===== config.mk =====
export PLATFORM = sky130hd
export DESIGN_NAME = wpt_watchpoint
export DESIGN_NICKNAME = d
export VERILOG_FILES = /design/src/rtl/wpt_pkg.sv /design/src/rtl/wpt_cfg_regs.sv /design/src/rtl/wpt_addr_match.sv /design/src/rtl/wpt_trig_fsm.sv /design/src/rtl/wpt_watchpoint.sv
export SDC_FILE = /design/constraint.sdc
export NUM_CORES = 1
export LEC_CHECK = 0
export ABC_AREA = 1
export BUFFER_PORTS_ARGS = -buffer_cell sky130_fd_sc_hd__buf_2
export CAP_MARGIN = 20
export CORE_MARGIN = 5
export CORE_UTILIZATION = 25
export DETAILED_ROUTE_END_ITERATION = 7
export RECOVER_POWER = 100
export SYNTH_ARGS = -nofsm -noshare
export SYNTH_HDL_FRONTEND = slang
export SYNTH_HIERARCHICAL = 1
export SYNTH_SLANG_ARGS = --single-unit

===== constraint.sdc =====
create_clock -name clk -period 2.94 [get_ports clk]
set_clock_uncertainty 0.15 [all_clocks]
set_input_delay 0.588 -clock clk [delete_from_list [all_inputs] [get_ports clk]]
set_output_delay 0.588 -clock clk [all_outputs]
set_load 0.05 [all_outputs]

===== src/rtl/wpt_pkg.sv =====
package wpt_pkg;

    typedef enum logic [1:0] {
        ST_IDLE      = 2'd0,
        ST_WAIT_ARM  = 2'd1,
        ST_ARMED     = 2'd2,
        ST_TRIGGERED = 2'd3
    } mon_state_e;

    localparam int SEL_W = 2;

    localparam logic [SEL_W-1:0] SEL_CTL   = 2'd0;
    localparam logic [SEL_W-1:0] SEL_CMP   = 2'd1;
    localparam logic [SEL_W-1:0] SEL_MASK  = 2'd2;
    localparam logic [SEL_W-1:0] SEL_CLEAR = 2'd3;

    localparam int CTL_W = 3;

    typedef struct packed {
        logic trig_en;    // bit 2
        logic two_level;  // bit 1
        logic enable;     // bit 0
    } ctl_t;

endpackage


===== src/rtl/wpt_cfg_regs.sv =====
module wpt_cfg_regs
    import wpt_pkg::*;
#(
    parameter int ADDR_W = 32
) (
    input  logic              clk,
    input  logic              rst_n,
    input  logic              cfg_wr,
    input  logic [SEL_W-1:0]  cfg_sel,
    input  logic [ADDR_W-1:0] cfg_wdata,
    output ctl_t              ctl_o,
    output logic [ADDR_W-1:0] cmp_o,
    output logic [ADDR_W-1:0] mask_o,
    output logic              clr_o
);

    typedef struct packed {
        ctl_t              ctl;
        logic [ADDR_W-1:0] cmp;
        logic [ADDR_W-1:0] mask;
    } cfg_t;

    cfg_t cfg_d, cfg_q;

    always_comb begin
        cfg_d = cfg_q;
        if (cfg_wr) begin
            unique case (cfg_sel)
                SEL_CTL:  cfg_d.ctl  = ctl_t'(cfg_wdata[CTL_W-1:0]);
                SEL_CMP:  cfg_d.cmp  = cfg_wdata;
                SEL_MASK: cfg_d.mask = cfg_wdata;
                default:  ;
            endcase
        end
    end

    always_ff @(posedge clk or negedge rst_n) begin
        if (!rst_n) begin
            cfg_q.ctl  <= '0;
            cfg_q.cmp  <= '0;
            cfg_q.mask <= '1;
        end else begin
            cfg_q <= cfg_d;
        end
    end

    assign ctl_o  = cfg_q.ctl;
    assign cmp_o  = cfg_q.cmp;
    assign mask_o = cfg_q.mask;
    assign clr_o  = cfg_wr && (cfg_sel == SEL_CLEAR) && cfg_wdata[0];

    // a control write is visible on the next cycle
    a_r3_ctl_write_lands: assert property (@(posedge clk) disable iff (!rst_n)
        (cfg_wr && cfg_sel == SEL_CTL) |=> (ctl_o == ctl_t'($past(cfg_wdata[CTL_W-1:0]))));

    // other selects leave the control word alone
    a_r3_ctl_hold: assert property (@(posedge clk) disable iff (!rst_n)
        !(cfg_wr && cfg_sel == SEL_CTL) |=> $stable(ctl_o));

endmodule


===== src/rtl/wpt_addr_match.sv =====
module wpt_addr_match #(
    parameter int ADDR_W = 32
) (
    input  logic              clk,
    input  logic              rst_n,
    input  logic              bus_valid,
    input  logic [ADDR_W-1:0] bus_addr,
    input  logic [ADDR_W-1:0] cmp,
    input  logic [ADDR_W-1:0] mask,
    output logic              match_o
);

    logic [ADDR_W-1:0] bit_miss;

    for (genvar i = 0; i < ADDR_W; i++) begin : g_bit
        assign bit_miss[i] = mask[i] & (bus_addr[i] ^ cmp[i]);
    end

    assign match_o = bus_valid && (bit_miss == '0);

    // no match without a valid transaction
    a_r1_valid_qualifies: assert property (@(posedge clk) disable iff (!rst_n)
        !bus_valid |-> !match_o);

    // a fully masked-off compare matches any valid transaction
    a_r1_mask_zero_any: assert property (@(posedge clk) disable iff (!rst_n)
        (bus_valid && mask == '0) |-> match_o);

endmodule


===== src/rtl/wpt_trig_fsm.sv =====
module wpt_trig_fsm
    import wpt_pkg::*;
(
    input  logic       clk,
    input  logic       rst_n,
    input  logic       en,
    input  logic       two_level,
    input  logic       trig_en,
    input  logic       clr,
    input  logic       arm_evt,
    input  logic       match,
    output mon_state_e state_o,
    output logic       hit_o,
    output logic       trig_o
);

    typedef struct packed {
        mon_state_e st;
        logic       hit;
        logic       trig;
    } fsm_t;

    fsm_t fsm_d, fsm_q;
    mon_state_e start_st;

    assign start_st = two_level ? ST_WAIT_ARM : ST_ARMED;

    always_comb begin
        fsm_d      = fsm_q;
        fsm_d.hit  = 1'b0;
        fsm_d.trig = 1'b0;
        if (!en) begin
            fsm_d.st = ST_IDLE;
        end else if (fsm_q.st == ST_IDLE || clr) begin
            fsm_d.st = start_st;
        end else begin
            unique case (fsm_q.st)
                ST_WAIT_ARM: begin
                    if (arm_evt) fsm_d.st = ST_ARMED;
                end
                ST_ARMED: begin
                    if (match) begin
                        fsm_d.st   = ST_TRIGGERED;
                        fsm_d.hit  = 1'b1;
                        fsm_d.trig = trig_en;
                    end
                end
                default: ;
            endcase
        end
    end

    always_ff @(posedge clk or negedge rst_n) begin
        if (!rst_n) begin
            fsm_q.st   <= ST_IDLE;
            fsm_q.hit  <= 1'b0;
            fsm_q.trig <= 1'b0;
        end else begin
            fsm_q <= fsm_d;
        end
    end

    assign state_o = fsm_q.st;
    assign hit_o   = fsm_q.hit;
    assign trig_o  = fsm_q.trig;

    a_r10_off_to_idle: assert property (@(posedge clk) disable iff (!rst_n)
        !en |=> (state_o == ST_IDLE && !hit_o && !trig_o));

    a_r4_hit_from_armed_match: assert property (@(posedge clk) disable iff (!rst_n)
        hit_o |-> ($past(state_o) == ST_ARMED && $past(match) && state_o == ST_TRIGGERED));

    a_r4_hit_single: assert property (@(posedge clk) disable iff (!rst_n)
        hit_o |=> !hit_o);

    a_r7_trig_gated: assert property (@(posedge clk) disable iff (!rst_n)
        trig_o |-> (hit_o && $past(trig_en)));

    a_r6_no_hit_from_wait: assert property (@(posedge clk) disable iff (!rst_n)
        (state_o == ST_WAIT_ARM) |=> !hit_o);

    a_r5_arm_advances: assert property (@(posedge clk) disable iff (!rst_n)
        (en && !clr && state_o == ST_WAIT_ARM && arm_evt) |=> (state_o == ST_ARMED));

    a_r5_wait_holds: assert property (@(posedge clk) disable iff (!rst_n)
        (en && !clr && state_o == ST_WAIT_ARM && !arm_evt) |=> (state_o == ST_WAIT_ARM));

    a_r8_triggered_holds: assert property (@(posedge clk) disable iff (!rst_n)
        (en && !clr && state_o == ST_TRIGGERED) |=> (state_o == ST_TRIGGERED && !hit_o));

    a_r9_clear_restarts: assert property (@(posedge clk) disable iff (!rst_n)
        (en && clr && state_o != ST_IDLE) |=>
            (!hit_o && state_o == ($past(two_level) ? ST_WAIT_ARM : ST_ARMED)));

    a_r11_armed_ignores_arm: assert property (@(posedge clk) disable iff (!rst_n)
        (en && !clr && state_o == ST_ARMED && !match) |=> (state_o == ST_ARMED));

endmodule


===== src/rtl/wpt_watchpoint.sv =====
module wpt_watchpoint
    import wpt_pkg::*;
#(
    parameter int ADDR_W = 32
) (
    input  logic              clk,
    input  logic              rst_n,
    input  logic              cfg_wr,
    input  logic [1:0]        cfg_sel,
    input  logic [ADDR_W-1:0] cfg_wdata,
    input  logic              bus_valid,
    input  logic [ADDR_W-1:0] bus_addr,
    input  logic              arm_evt,
    output logic              mon_hit,
    output logic              mon_trig,
    output logic [1:0]        mon_state
);

    ctl_t              ctl;
    logic [ADDR_W-1:0] cmp;
    logic [ADDR_W-1:0] mask;
    logic              clr;
    logic              match;
    mon_state_e        st;

    wpt_cfg_regs #(.ADDR_W(ADDR_W)) u_cfg (
        .clk       (clk),
        .rst_n     (rst_n),
        .cfg_wr    (cfg_wr),
        .cfg_sel   (cfg_sel),
        .cfg_wdata (cfg_wdata),
        .ctl_o     (ctl),
        .cmp_o     (cmp),
        .mask_o    (mask),
        .clr_o     (clr)
    );

    wpt_addr_match #(.ADDR_W(ADDR_W)) u_match (
        .clk       (clk),
        .rst_n     (rst_n),
        .bus_valid (bus_valid),
        .bus_addr  (bus_addr),
        .cmp       (cmp),
        .mask      (mask),
        .match_o   (match)
    );

    wpt_trig_fsm u_fsm (
        .clk       (clk),
        .rst_n     (rst_n),
        .en        (ctl.enable),
        .two_level (ctl.two_level),
        .trig_en   (ctl.trig_en),
        .clr       (clr),
        .arm_evt   (arm_evt),
        .match     (match),
        .state_o   (st),
        .hit_o     (mon_hit),
        .trig_o    (mon_trig)
    );

    assign mon_state = st;

    // the external pin never pulses without a hit
    a_r7_trig_implies_hit: assert property (@(posedge clk) disable iff (!rst_n)
        mon_trig |-> mon_hit);

endmodule


-- Word-level counts from Yosys, hierarchy flattened
Index checks and enable logic that the tools add are counted.
- equal/unequal tests: 8
- mux-type cells: 9
- bitwise gates (word level): 64
- reduce and logical (&&, ||, !) cells: 11
- operator list (kind ; count):
    1-bit bitwise AND ; 32
    32-bit logical NOT ; 1
    1-bit XOR ; 32
    2-bit 2-to-1 mux ; 7
    4-bit by 3-bit inequality test with 1-bit output (second input constant) ; 2
    2-bit equality test (second input constant) ; 3
    2-bit AND reduction ; 3
    2-bit by 1-bit equality test with 1-bit output (second input constant) ; 2
    2-bit logical NOT ; 2
    4-bit 2-to-1 mux ; 1
    4-bit by 1-bit inequality test with 1-bit output (second input constant) ; 1
    2-bit one-hot mux with 2 select lines ; 1
    1-bit logical AND ; 3
    3-bit AND reduction ; 1
    1-bit logical OR ; 1
- word-level logic and storage cells: 100
- bits in registers: 71
- input port bits: 71
- output and inout bits: 4

-- Logic depth before layout (Yosys ltp)
Gate-level depths: netlist (run 1).
- depth after elaboration: 8
- mapped depth: 15

-- By module
Netlist (run 1), hierarchy kept.
- modules (own cells, without submodules) (module ; instances ; cells an instance ; sequential area each (µm²) ; area each (µm²)):
    wpt_cfg_regs ; 1 ; 305 ; 1716.6 ; 2910.3
    wpt_addr_match ; 1 ; 160 ; 0.0 ; 663.1
    wpt_trig_fsm ; 1 ; 36 ; 100.1 ; 286.5

-- Least setup slack after synthesis (run 1)
No wires, ideal clock.
- path kind: input to register
- start point: input bus_addr[31]
- end point: register u_fsm/state_o[0] (netlist name)
- data arrival time: 1.498 ns
- setup slack: 1.173 ns
- library setup time: 0.119 ns
- cell stages on the path: 11
- path buffers: 0
- path through: or2_1 nand3_1 o21ai_1 nor2_2 nand3_1 nor2_1 inv_1 nand2_1 nand3_4 nand3_1 nand2_1
- longest elaborated chain between the ends: 6
- ends and longest elaborated chain (element ; RTL line ; source):
    start: declaration ; wpt_watchpoint.sv:12 ; input logic [ADDR_W-1:0] bus_addr,
    1-bit XOR ; wpt_addr_match.sv:16 ; assign bit_miss[i] = mask[i] & (bus_addr[i] ^ cmp[i]);
    1-bit bitwise AND ; wpt_addr_match.sv:16 ;
    32-bit logical NOT ; wpt_addr_match.sv:19 ; assign match_o = bus_valid && (bit_miss == '0);
    1-bit logical AND ; wpt_addr_match.sv:19 ;
    net match ; wpt_watchpoint.sv:23 ; logic match;
    4-bit by 3-bit inequality test with 1-bit output (no line) ; -- ;
    3-bit AND reduction (no line) ; -- ;
The timed path passes the listed nets, and every way through them passes these cells.
A chain may end at the register's enable or synchronous reset.

-- Final worst setup path (run 1)
- start point: register u_fsm/state_o[0] (netlist name)
- end point: output mon_state[0]
- RTL lines (element ; RTL line ; source):
    end: declaration ; wpt_watchpoint.sv:16 ; output logic [1:0] mon_state
No word-level cell between the ends.

==> results of run 1 <==
[per-layer routing]
| metal | routed length (um) | share of wire (%) | GRT usage (%) | vias up |
|---|---|---|---|---|
| met1 | 5326 | 48 | 17.70 | 1558 |
| met2 | 5101 | 46 | 19.44 | 85 |
| met5 | 0 | 0 | 0 | - |
| met3 | 606 | 5.5 | 3.263 | 5 |
| li1 | - | - | - | 1751 |
| met4 | 38 | 0.34 | 2.036 | 0 |
[logic make-up after synthesis]
group           count (synthesis)
simple gates                  348
flops                          71
fa+ha+maj                       3
compound gates                  6
buf+inv                        73
[power groups by stage]
stage,combinational [mW],sequential [mW],clock (mW)
after floorplan,0.372,1.29,0
after global placement,0.539,1.30,0
after detailed placement,0.548,1.30,0
after CTS,0.550,1.28,1.06
after global routing,0.616,1.31,1.10
final,0.533,1.28,1.02
[worst max-delay path by stage]
stage	startpoint	depth (start not counted)	slack, ns	endpoint
floorplan	bus_addr[31]	11	1.17	u_fsm/state_o[0]$_DFFE_PN0P_
global placement	bus_addr[19]	12	0.84	u_fsm/state_o[0]$_DFFE_PN0P_
detailed placement	bus_addr[19]	12	0.83	u_fsm/state_o[0]$_DFFE_PN0P_
CTS	u_cfg/cmp_o[19]$_DFFE_PN0P_	11	1.11	u_fsm/state_o[0]$_DFFE_PN0P_
global route	u_cfg/cmp_o[19]$_DFFE_PN0P_	11	0.82	u_fsm/state_o[0]$_DFFE_PN0P_
finish	u_fsm/state_o[0]$_DFFE_PN0P_	1	0.98	mon_state[0]
[cells in the final DEF, fill, tap and decap left out, types with 2 or more instances in the layout]
| cell type | instances |
|---|---|
| buf_2 | 69 |
| buf_4 | 6 |
| clkbuf_1 | 5 |
| clkbuf_16 | 9 |
| clkinv_2 | 2 |
| dfrtp_1 | 39 |
| dfstp_2 | 32 |
| ha_1 | 3 |
| inv_1 | 39 |
| inv_2 | 4 |
| inv_4 | 2 |
| inv_6 | 2 |
| nand2_1 | 213 |
| nand3_1 | 29 |
| nand3_4 | 2 |
| nand4_1 | 65 |
| nor2_1 | 28 |
| o21ai_1 | 3 |
| o22ai_1 | 2 |
| or2_1 | 5 |
[layout make-up]
cell class | count | area [um2]
diodes | 1 | 2.502
clock buffers | 10 | 239.0
clock inverters | 6 | 43.79
fillers | 1638 | 10560
inverters | 45 | 173.9
multi-input cells | 357 | 1643
flip-flops and latches | 71 | 1817
well taps | 188 | 235.2
repair buffers | 81 | 429.2
[flip-flops by register name (all words and copies together), names as in the netlist]
register and count:
u_cfg/cmp_o 32, u_cfg/ctl_o 3, u_cfg/mask_o 32, u_fsm/hit_o 1, u_fsm/state_o 2, u_fsm/trig_o 1
==> impl_results.md, run 1 <==
* Outcome: completed
* DP HPWL at between 7 and 8 mm
* Seq pwr share at between 40% and 50%
* Die ar. at 18020 um2
* Hold path start: u_cfg/mask_o[26]$_DFFE_PN1P_
* Crit path buffers/inverters at 1
* Clock latency on the worst-skew pair at roughly 0.33 ns
* Post-route insts no fill at roughly 760
* IO Count at between 70 and 80
* Layout Nets at 639
* Power share of the combinational group at around a fifth
* Placed cells at about 740
* Worst Hold Depth at 2
* Design Area, Final at roughly 4600 um2
* Xor/xnor share of the synthesized area at 0%
* FF-to-FF path depth at 11
* Startpoint class of the critical path: flop
* Achievable clock frequency at 509.7 MHz
* Final hold vios at 0
* Sequential share of the synthesized area at between 40% and 50%
* Synth cell count leaders: 213 x nand2_1, 65 x nand4_1, 39 x dfrtp_1, 39 x inv_1, 32 x dfstp_2
* Clk buf depth at 2
* Vias after detailed routing at roughly 3400
* Type of the worst setup path: flop to output pin
* Simple-gate portion of the synthesized area at 41.20%
* Hold endpoint: u_cfg/mask_o[26]$_DFFE_PN1P_
* Initial antenna violation count at 0
* Synth Flop Type: dfrtp_1
* NetSw at 0.8665 mW
* Reg-to-reg critical path endpoint: u_fsm/state_o[0]$_DFFE_PN0P_
* Number of synthesized flops with an enable pin at 0
* Worst-path maximum fanout at 4
* Fin Hold WS at 0.3125 ns
* CTS clk-pin slew, worst paths at 0.06 ns
* Drt drc at 0
* Synth Area in Adders at less than 1%
* Yosys top cell by area: dfrtp_1
* Synth-to-layout area growth at 18.74%
* Dpl ws at between 0.8 and 0.9 ns
* Gpl congestion at ~0.76
* Post-synthesis mux area share at 0%
* Largest net degree at the start of global routing at 52
* Antenna Nets Post-Route at 0
* Internal Power at a little under 2 mW
* RSZ-0062 raised after global routing: false
* Synth top area share at 25.28%
* Syn nets at around 580
* Hold-fix buffers, CTS at 0
* Setup Buffers After CTS at 0
* Cells along the critical path: clkbuf_1
* Initial core utilization at 25.49%
* Worst-margin pin slew at 1.292 ns
* Cell with the most instances after synthesis: nand2_1
* Rows at 45
* Worst hold path class: flop to flop
* Layout cells sized above 1 at a little under a quarter
* Num CTS Buffers at 9
* Synth Area in Compound Gates at less than 1%
* Synthesized area at about 3900 um2
* Synthesized area per cell at around 7.7 um2
* Final period util at between 60% and 70%
* Port Buffers at 74
* Total Power at between 2 and 3 mW
* Maxcap violations at 0
* Worst path slowest cell: clkbuf_1
* Final setup viols at 0
* Routed WL at 11.07 mm
* Setup_tns at 0 ns
* Worst EP required at between 2 and 2.5 ns
* DRT iter0 DRCs at between 200 and 250
* First drt pass iteration count at 4
* Seq cells post-synth at between 70 and 80
* Setup slack, reg-to-reg at approximately 1.0 ns
* CP Capture Type: output pin
* Count of warnings emitted by yosys at 6
* Top delay family on crit path: buffers and inverters
* Via count of the first global-routing pass at about 3300
* Final min period at slightly below 2 ns
* CTS sink count at ~70
* Leakage Power at between 2 and 2.5 nW
* Cell Area, Placed at ~4300 um2
* Largest cells by area after synthesis: dfrtp_1 25%, dfstp_2 22%, nand2_1 21%, nand4_1 11%, inv_1 3.8%
* Slack of the critical path at slightly below 1 ns
* Die X at 134.3 um
* CP arrival at between 1 and 1.5 ns
* Net Sw Frac at 30.49%
* FFs w/ async S/R, synth at 100.0%
* VDD IR max at about 0.00027 V
* Combinational family with the most area after synthesis: simple AND/OR/NAND/NOR gates
* Finished Core Util at a little over 30%
* Depth of the CTS H-tree at 3
* Post-DR vias/cell at 4.478
* Max incr delay on CP at around 0.49 ns
* CTS-repair resized insts at 0
* P per Cell Area at between 600 and 700 nW/um2
* Synth Instances at roughly 500
* Clk pwr share at a little over a third
* FF-to-FF Start: u_cfg/cmp_o[19]$_DFFE_PN0P_
* Max-slew violation count at 0
* First-pass GRT wire length at about 18 mm
* Wire per inst at between 10 and 15 um
* Clock root buffer master: clkbuf_16
* Die H at approximately 130 um
* Max-slew headroom at between 10% and 20%
* Overall routing resource usage at 12.47%
* CTS tree: built
* Synth unique cells at 23
* Total gr overflow at 0
* Total core area at 15150 um2
(Power assumes the default switching activity.)
==> run 2: changes to the inputs <==
Settings changed: ABC_AREA 1 to 0.
Clock period 2.94 ns to 1.6 ns, I/O delays scaled along.
==> run 2 against run 1 <==
Net effect: the run now ends with negative setup slack left; sequential share of layout area is 2.1 points higher; via count is 38% lower; combinational power is 130% higher; cell area is 5.1% lower; sequential cell count stayed put; first-iteration DRC count is 79% lower; final cell count is 34% lower; global-route usage is 2.6 points lower; clock power is 110% higher; utilization is 1.2 points higher; non-clock buffer count is 11 higher.
==> impl_results.md, run 2 <==
* First drt pass iteration count at 4
* Post-DR vias/cell at around 4.2
* Seq pwr share at between 40% and 50%
* CTS clk-pin slew, worst paths at roughly 0.06 ns
* Synth top area share at approximately 28%
* Synth Flop Type: dfrtp_1
* Worst-path maximum fanout at 2
* Total core area at ~14000 um2
* VDD IR max at around 0.00038 V
* Startpoint class of the critical path: flop
* Clk pwr share at between 30% and 40%
* DP HPWL at between 5 and 6 mm
* Hold path start: cfg_wdata[23]
* Final hold vios at 0
* Sequential share of the synthesized area at between 50% and 60%
* DRT iter0 DRCs at between 50 and 60
* Failing checks: negative setup slack
* Clock latency on the worst-skew pair at between 0.3 and 0.4 ns
* Outcome: finished with violations
* P per Cell Area at ~1300 nW/um2
* First-pass GRT wire length at ~12 mm
* Overall routing resource usage at 9.908%
* CP Capture Type: flop
* FF-to-FF Start: u_cfg/cmp_o[16]$_DFFE_PN0P_
* Type of the worst setup path: flop to flop
* Count of warnings emitted by yosys at 6
* Yosys top cell by area: dfrtp_1
* Drt drc at 0
* Cell with the most instances after synthesis: mux2_4
* Dpl ws at -0.8776 ns
* Vias after detailed routing at 2093
* CP arrival at roughly 2.4 ns
* Largest cells by area after synthesis: dfrtp_1 28%, mux2_4 26%, dfstp_2 24%, xor2_1 8.0%, mux2_2 2.2%
* Total gr overflow at 0
* Synth-to-layout area growth at 23.92%
* Worst EP required at roughly 1.7 ns
* Leakage Power at 1.985 nW
* Routed WL at a little under 8 mm
* Ant diodes at 0
* Final min period at ~2.3 ns
* Antenna Nets Post-Route at 0
* Initial core utilization at roughly 25%
* Rows at 43
* Final setup viols at 4
* Worst hold path class: input pin to flop
* Cells along the critical path: xor2_1 -> a22o_1 -> a221oi_2 -> nand4_1 -> nor4_4 -> nand3_1 -> or3_1 -> a31oi_1
* Worst setup startpoint: u_cfg/cmp_o[16]$_DFFE_PN0P_
* Achievable clock frequency at ~440 MHz
* FFs w/ async S/R, synth at between 90% and 100%
* Initial antenna violation count at 0
* Max-slew violation count at 0
* Synth Instances at 220
* Port Buffers at 74
* Wire per inst at 15.57 um
* Max incr delay on CP at between 0.3 and 0.4 ns
* Largest net degree at the start of global routing at 72
* Gpl congestion at approximately 0.77
* Clk buf depth at 2
* Synth unique cells at 29
* Power share of the combinational group at roughly a fifth
* Fin Hold WS at roughly 0.067 ns
* Clock root buffer master: clkbuf_16
* Internal Power at ~4.3 mW
* Depth of the CTS H-tree at 3
* Synth cell count leaders: 60 x mux2_4, 39 x dfrtp_1, 32 x dfstp_2, 32 x xor2_1, 8 x a22oi_1
* Most frequent cells in the layout: 69 x buf_2, 42 x mux2_1, 39 x dfrtp_1
* Seq cells post-synth at 71
* Leading cell type in the layout, fill and taps excluded: buf_2
* Syn nets at between 200 and 300
* Synthesized area at 3510 um2
* Number of synthesized flops with an enable pin at 0
* CTS sink count at 71
* Die ar. at about 17000 um2
* NetSw at approximately 1.5 mW
* Final period util at 142.9%
* Net Sw Frac at around a quarter
* Via count of the first global-routing pass at around 2400
* Die X at approximately 130 um
* Slack of the critical path at -0.6867 ns
* Die H at ~130 um
* RSZ-0062 raised after global routing: true
* Maxcap violations at 0
* Worst path slowest cell: dfrtp_1
* Synthesized area per cell at ~16 um2
* Layout Nets at 391
* IO Count at 75
* Total Power at slightly below 6 mW
* Num CTS Buffers at 9
* Worst-margin pin slew at roughly 0.66 ns
* Max-slew headroom at 56.02%
* CTS tree: built
* Layout cells sized above 1 at 53.11%
[run 2: cell count changes after synthesis, sizes merged, moves of 22 or more]
cell / delta
nand2: -213
buf: -22
xor2: +32
nand4: -63
inv: -42
nor2: -29
mux2: +67
nand3: -29
[run 2: what timing repair did]
| item | 4_1_cts | 5_1_grt |
|---|---|---|
| endpoints found under the hold margin | 39 | 0 |
| gates cloned | 0 | 0 |
| pin swaps | 6 | 1 |
| resized for setup | 3 | 3 |
| hold buffers | 1 | 0 |
| setup endpoints to repair | 4 | 4 |
| buffers inserted | 0 | 1 |
[run 2: through the flow]
step           utilization [%]  area, um2  std cells  setup TNS (ns)
2_1_floorplan                -       3516        220          -1.209
3_3_place_gp             30.57       4227        484          -2.787
3_5_place_dp             30.57       4227        484          -3.070
4_1_cts                  33.14       4582        501          -2.599
5_1_grt                  31.45       4349        502          -2.859
6_report                 31.45       4349        502          -2.207
[run 2: power by group through the flow]
stage	clock network, mW	logic (mW)	registers, mW
6_report	2.14	1.25	2.48
5_1_grt	2.29	1.38	2.53
4_1_cts	2.21	1.44	2.50
3_5_place_dp	0	1.42	2.51
3_3_place_gp	0	1.39	2.50
2_1_floorplan	0	0.909	2.53
[run 2: logic make-up (layout without fill, tap and decap cells)]
group,Yosys count,in the layout,share of synthesized area (%)
xor+xnor,32,32,7.986
compound gates,21,21,5.063
simple gates,17,17,3.957
flops,71,71,51.76
buf+inv,9,111,2.246
mux,67,67,27.91
fa+ha+maj,3,3,1.070
[run 2: layer usage]
| metal | part of all wire, % | global-route usage (%) |
|---|---|---|
| met5 | 0 | 0 |
| met4 | 1.5 | 3.745 |
| met3 | 5.7 | 3.570 |
| met2 | 46 | 15.26 |
| met1 | 47 | 12.76 |
[run 2: final timing paths]
path / slack, ns / cells after the start / endpoint
setup reg to reg: -0.69 / 8 / u_fsm/state_o[0]$_DFFE_PN0P_
hold reg to reg: 0.33 / 1 / u_fsm/trig_o$_DFF_PN0_
setup / recovery: -0.69 / 8 / u_fsm/state_o[0]$_DFFE_PN0P_
min in group asynchronous: 0.49 / 3 / u_cfg/cmp_o[19]$_DFFE_PN0P_
max in group asynchronous: 0.33 / 3 / u_cfg/cmp_o[23]$_DFFE_PN0P_
hold / removal: 0.07 / 2 / u_cfg/mask_o[23]$_DFFE_PN1P_
[run 2: critical path, delay by kind of cell (launching register included)]
kind,cells,cell delay (ns)
simple gates,4,0.91
compound gates,3,0.61
flops,1,0.39
xor+xnor,1,0.15
[run 2: final cells by class]
class                   count  area, um2
repair buffers             92      499.2
inverters                   3      11.26
multi-input cells         140       1468
clock inverters             2      35.03
clock buffers              14      294.0
fillers                  1406       9478
well taps                 180      225.2
flip-flops and latches     71       1817
==> run 3: changes to the inputs <==
Settings changed: ABC_AREA 0 to 1, SKIP_CTS_REPAIR_TIMING from default to 1.
==> run 3 against run 2 <==
Net effect: the run still ends with negative setup slack left; critical path depth increased by 4; total power up 0.59%; highest routed layer is now met5; largest power group is now the clock network; register-to-register slack better by 0.52 ns.
==> impl_results.md, run 3 (synthesis gave the netlist of run 1 again) <==
* Post-route insts no fill at just under 800
* Filler cells at roughly 1600
* Leakage Power at around 2.5 nW
* DP HPWL at between 8 and 9 mm
* Initial core utilization at between 20% and 30%
* Worst EP required at about 1.7 ns
* Worst hold path class: input pin to flop
* First drt pass iteration count at 4
* Met1 usage at approximately 17%
* Max-slew violation count at 0
* Worst-path maximum fanout at 3
* Final period util at 110.3%
* Port Buffers at between 70 and 80
* Rows at 45
* Final hold vios at 0
* Met3 Usage GRT at around 3.6%
* Worst setup startpoint: u_cfg/cmp_o[19]$_DFFE_PN0P_
* RSZ-0062 raised after global routing: true
* Vias after detailed routing at approximately 3500
* Finished Core Util at 31.90%
* Gpl congestion at roughly 0.76
* Clk buf depth at 2
* Layout cells sized above 1 at roughly 28%
* Antenna Nets Post-Route at 0
* First-pass GRT wire length at roughly 18 mm
* FF-to-FF Start: u_cfg/cmp_o[19]$_DFFE_PN0P_
* Wire per inst at 14.65 um
* Routed WL at ~11 mm
* Dpl ws at -0.2067 ns
* Achievable clock frequency at about 570 MHz
* CTS tree: built
* Initial antenna violation count at 1
* GR peak layer: met2
* Final min period at around 1.8 ns
* Setup_tns at -0.4618 ns
* DRT iter0 DRCs at between 150 and 200
* Via count of the first global-routing pass at about 3400
* Num CTS Buffers at 9
* IO Count at 75
* Hold path start: cfg_wdata[15]
* Clock root buffer master: clkbuf_16
* GRT met2 Usage at roughly a fifth
* P per Cell Area at ~1200 nW/um2
* Die ar. at 18020 um2
* Total core area at around 15000 um2
* CTS clk-pin slew, worst paths at about 0.06 ns
* Total gr overflow at 0
* Post-DR vias/cell at approximately 4.5
* Startpoint class of the critical path: flop
* Final setup viols at 4
* Die H at 134.3 um
* Failing checks: negative setup slack
* Max-slew headroom at 46.60%
* VDD IR max at 0.0004780 V
* Overall routing resource usage at approximately 13%
* Largest net degree at the start of global routing at about 70
* Most frequent cells in the layout: 211 x nand2_1, 71 x buf_2, 65 x nand4_1
* Clock latency on the worst-skew pair at 0.34 ns
* Slack of the critical path at -0.1656 ns
* Register area at approximately 1800 um2
* CTS sink count at 71
* Synth-to-layout area growth at 25.15%
* Leading cell type in the layout, fill and taps excluded: nand2_1
* Maxcap violations at 0
* Drt drc at 0
* Type of the worst setup path: flop to flop
* Layout Nets at 660
* CP Capture Type: flop
* Outcome: finished with violations
* Multi-input gate area at between 1500 and 2000 um2
* Depth of the CTS H-tree at 3
* Ant diodes at 0
* Worst-margin pin slew at between 0.8 and 0.9 ns
* Placed cells at approximately 760
* Die X at between 100 and 150 um
* CP arrival at ~1.9 ns
## run 3: cell types whose count changed in the layout (fill, tap and decap cells not counted), moves of 18 or more
cell	change
nand2_1	+210
nand4_1	+63
mux2_1	-42
inv_1	+36
xor2_1	-32
nor2_1	+26
nand3_1	+24
mux2_4	-18
## run 3: where the power goes
part / leakage (nW) / switching [mW] / total, mW / internal (mW)
Combinational: 1.52 / 0.665 / 1.10 / 0.437
Sequential: 0.825 / 0.180 / 2.35 / 2.17
Clock: 0.179 / 0.781 / 2.45 / 1.67
Total: 2.53 / 1.63 / 5.91 / 4.28
## run 3: area by class of cell
class | instances | area share [%]
clock buffer | 9 | 4.662
timing repair buffer | 102 | 11.78
inverter | 45 | 3.600
multi-input combinational | 357 | 34.65
tap | 188 | 4.869
sequential | 71 | 37.63
clock inverter | 7 | 2.797
## run 3: path summary, 6_finish.rpt
path                                           endpoint  slack, ns  depth (start not counted)
setup / recovery           u_fsm/state_o[0]$_DFFE_PN0P_      -0.17                         12
hold / removal             u_cfg/mask_o[15]$_DFFE_PN1P_       0.07                          3
setup reg to reg           u_fsm/state_o[0]$_DFFE_PN0P_      -0.17                         12
hold reg to reg            u_cfg/mask_o[17]$_DFFE_PN1P_       0.31                          2
max in group asynchronous  u_fsm/state_o[0]$_DFFE_PN0P_       0.33                          3
min in group asynchronous   u_cfg/cmp_o[29]$_DFFE_PN0P_       0.49                          3
## run 3: through the flow
step | hold WS, ns | instance area, um2 | total power [mW]
floorplan | -0.1256 | 3861 | 3.049
global placement | 0.2355 | 4486 | 3.464
detailed placement | 0.2395 | 4486 | 3.481
CTS | -0.1233 | 4846 | 5.970
global route | 0.06073 | 4831 | 6.244
finish | 0.06852 | 4831 | 5.905
## run 3: worst max-delay path, stage by stage, from the launching register on
cell and delay [ns]:
dfrtp_1 0.37, or2_1 0.24, nand3_2 0.07, nand2_2 0.07
nor3_4 0.19, nand3_1 0.09, nor2_1 0.14, nand2_1 0.06
inv_1 0.06, nand3_2 0.08, nand2_1 0.09, nand2_1 0.05
nand2_1 0.05
## run 3: metal layers
layer / vias to the layer above / part of all wire [%]
met3: 17 / 5.9
met1: 1621 / 46
met5: - / 0.11
met4: 2 / 1.7
met2: 74 / 46
li1: 1798 / -
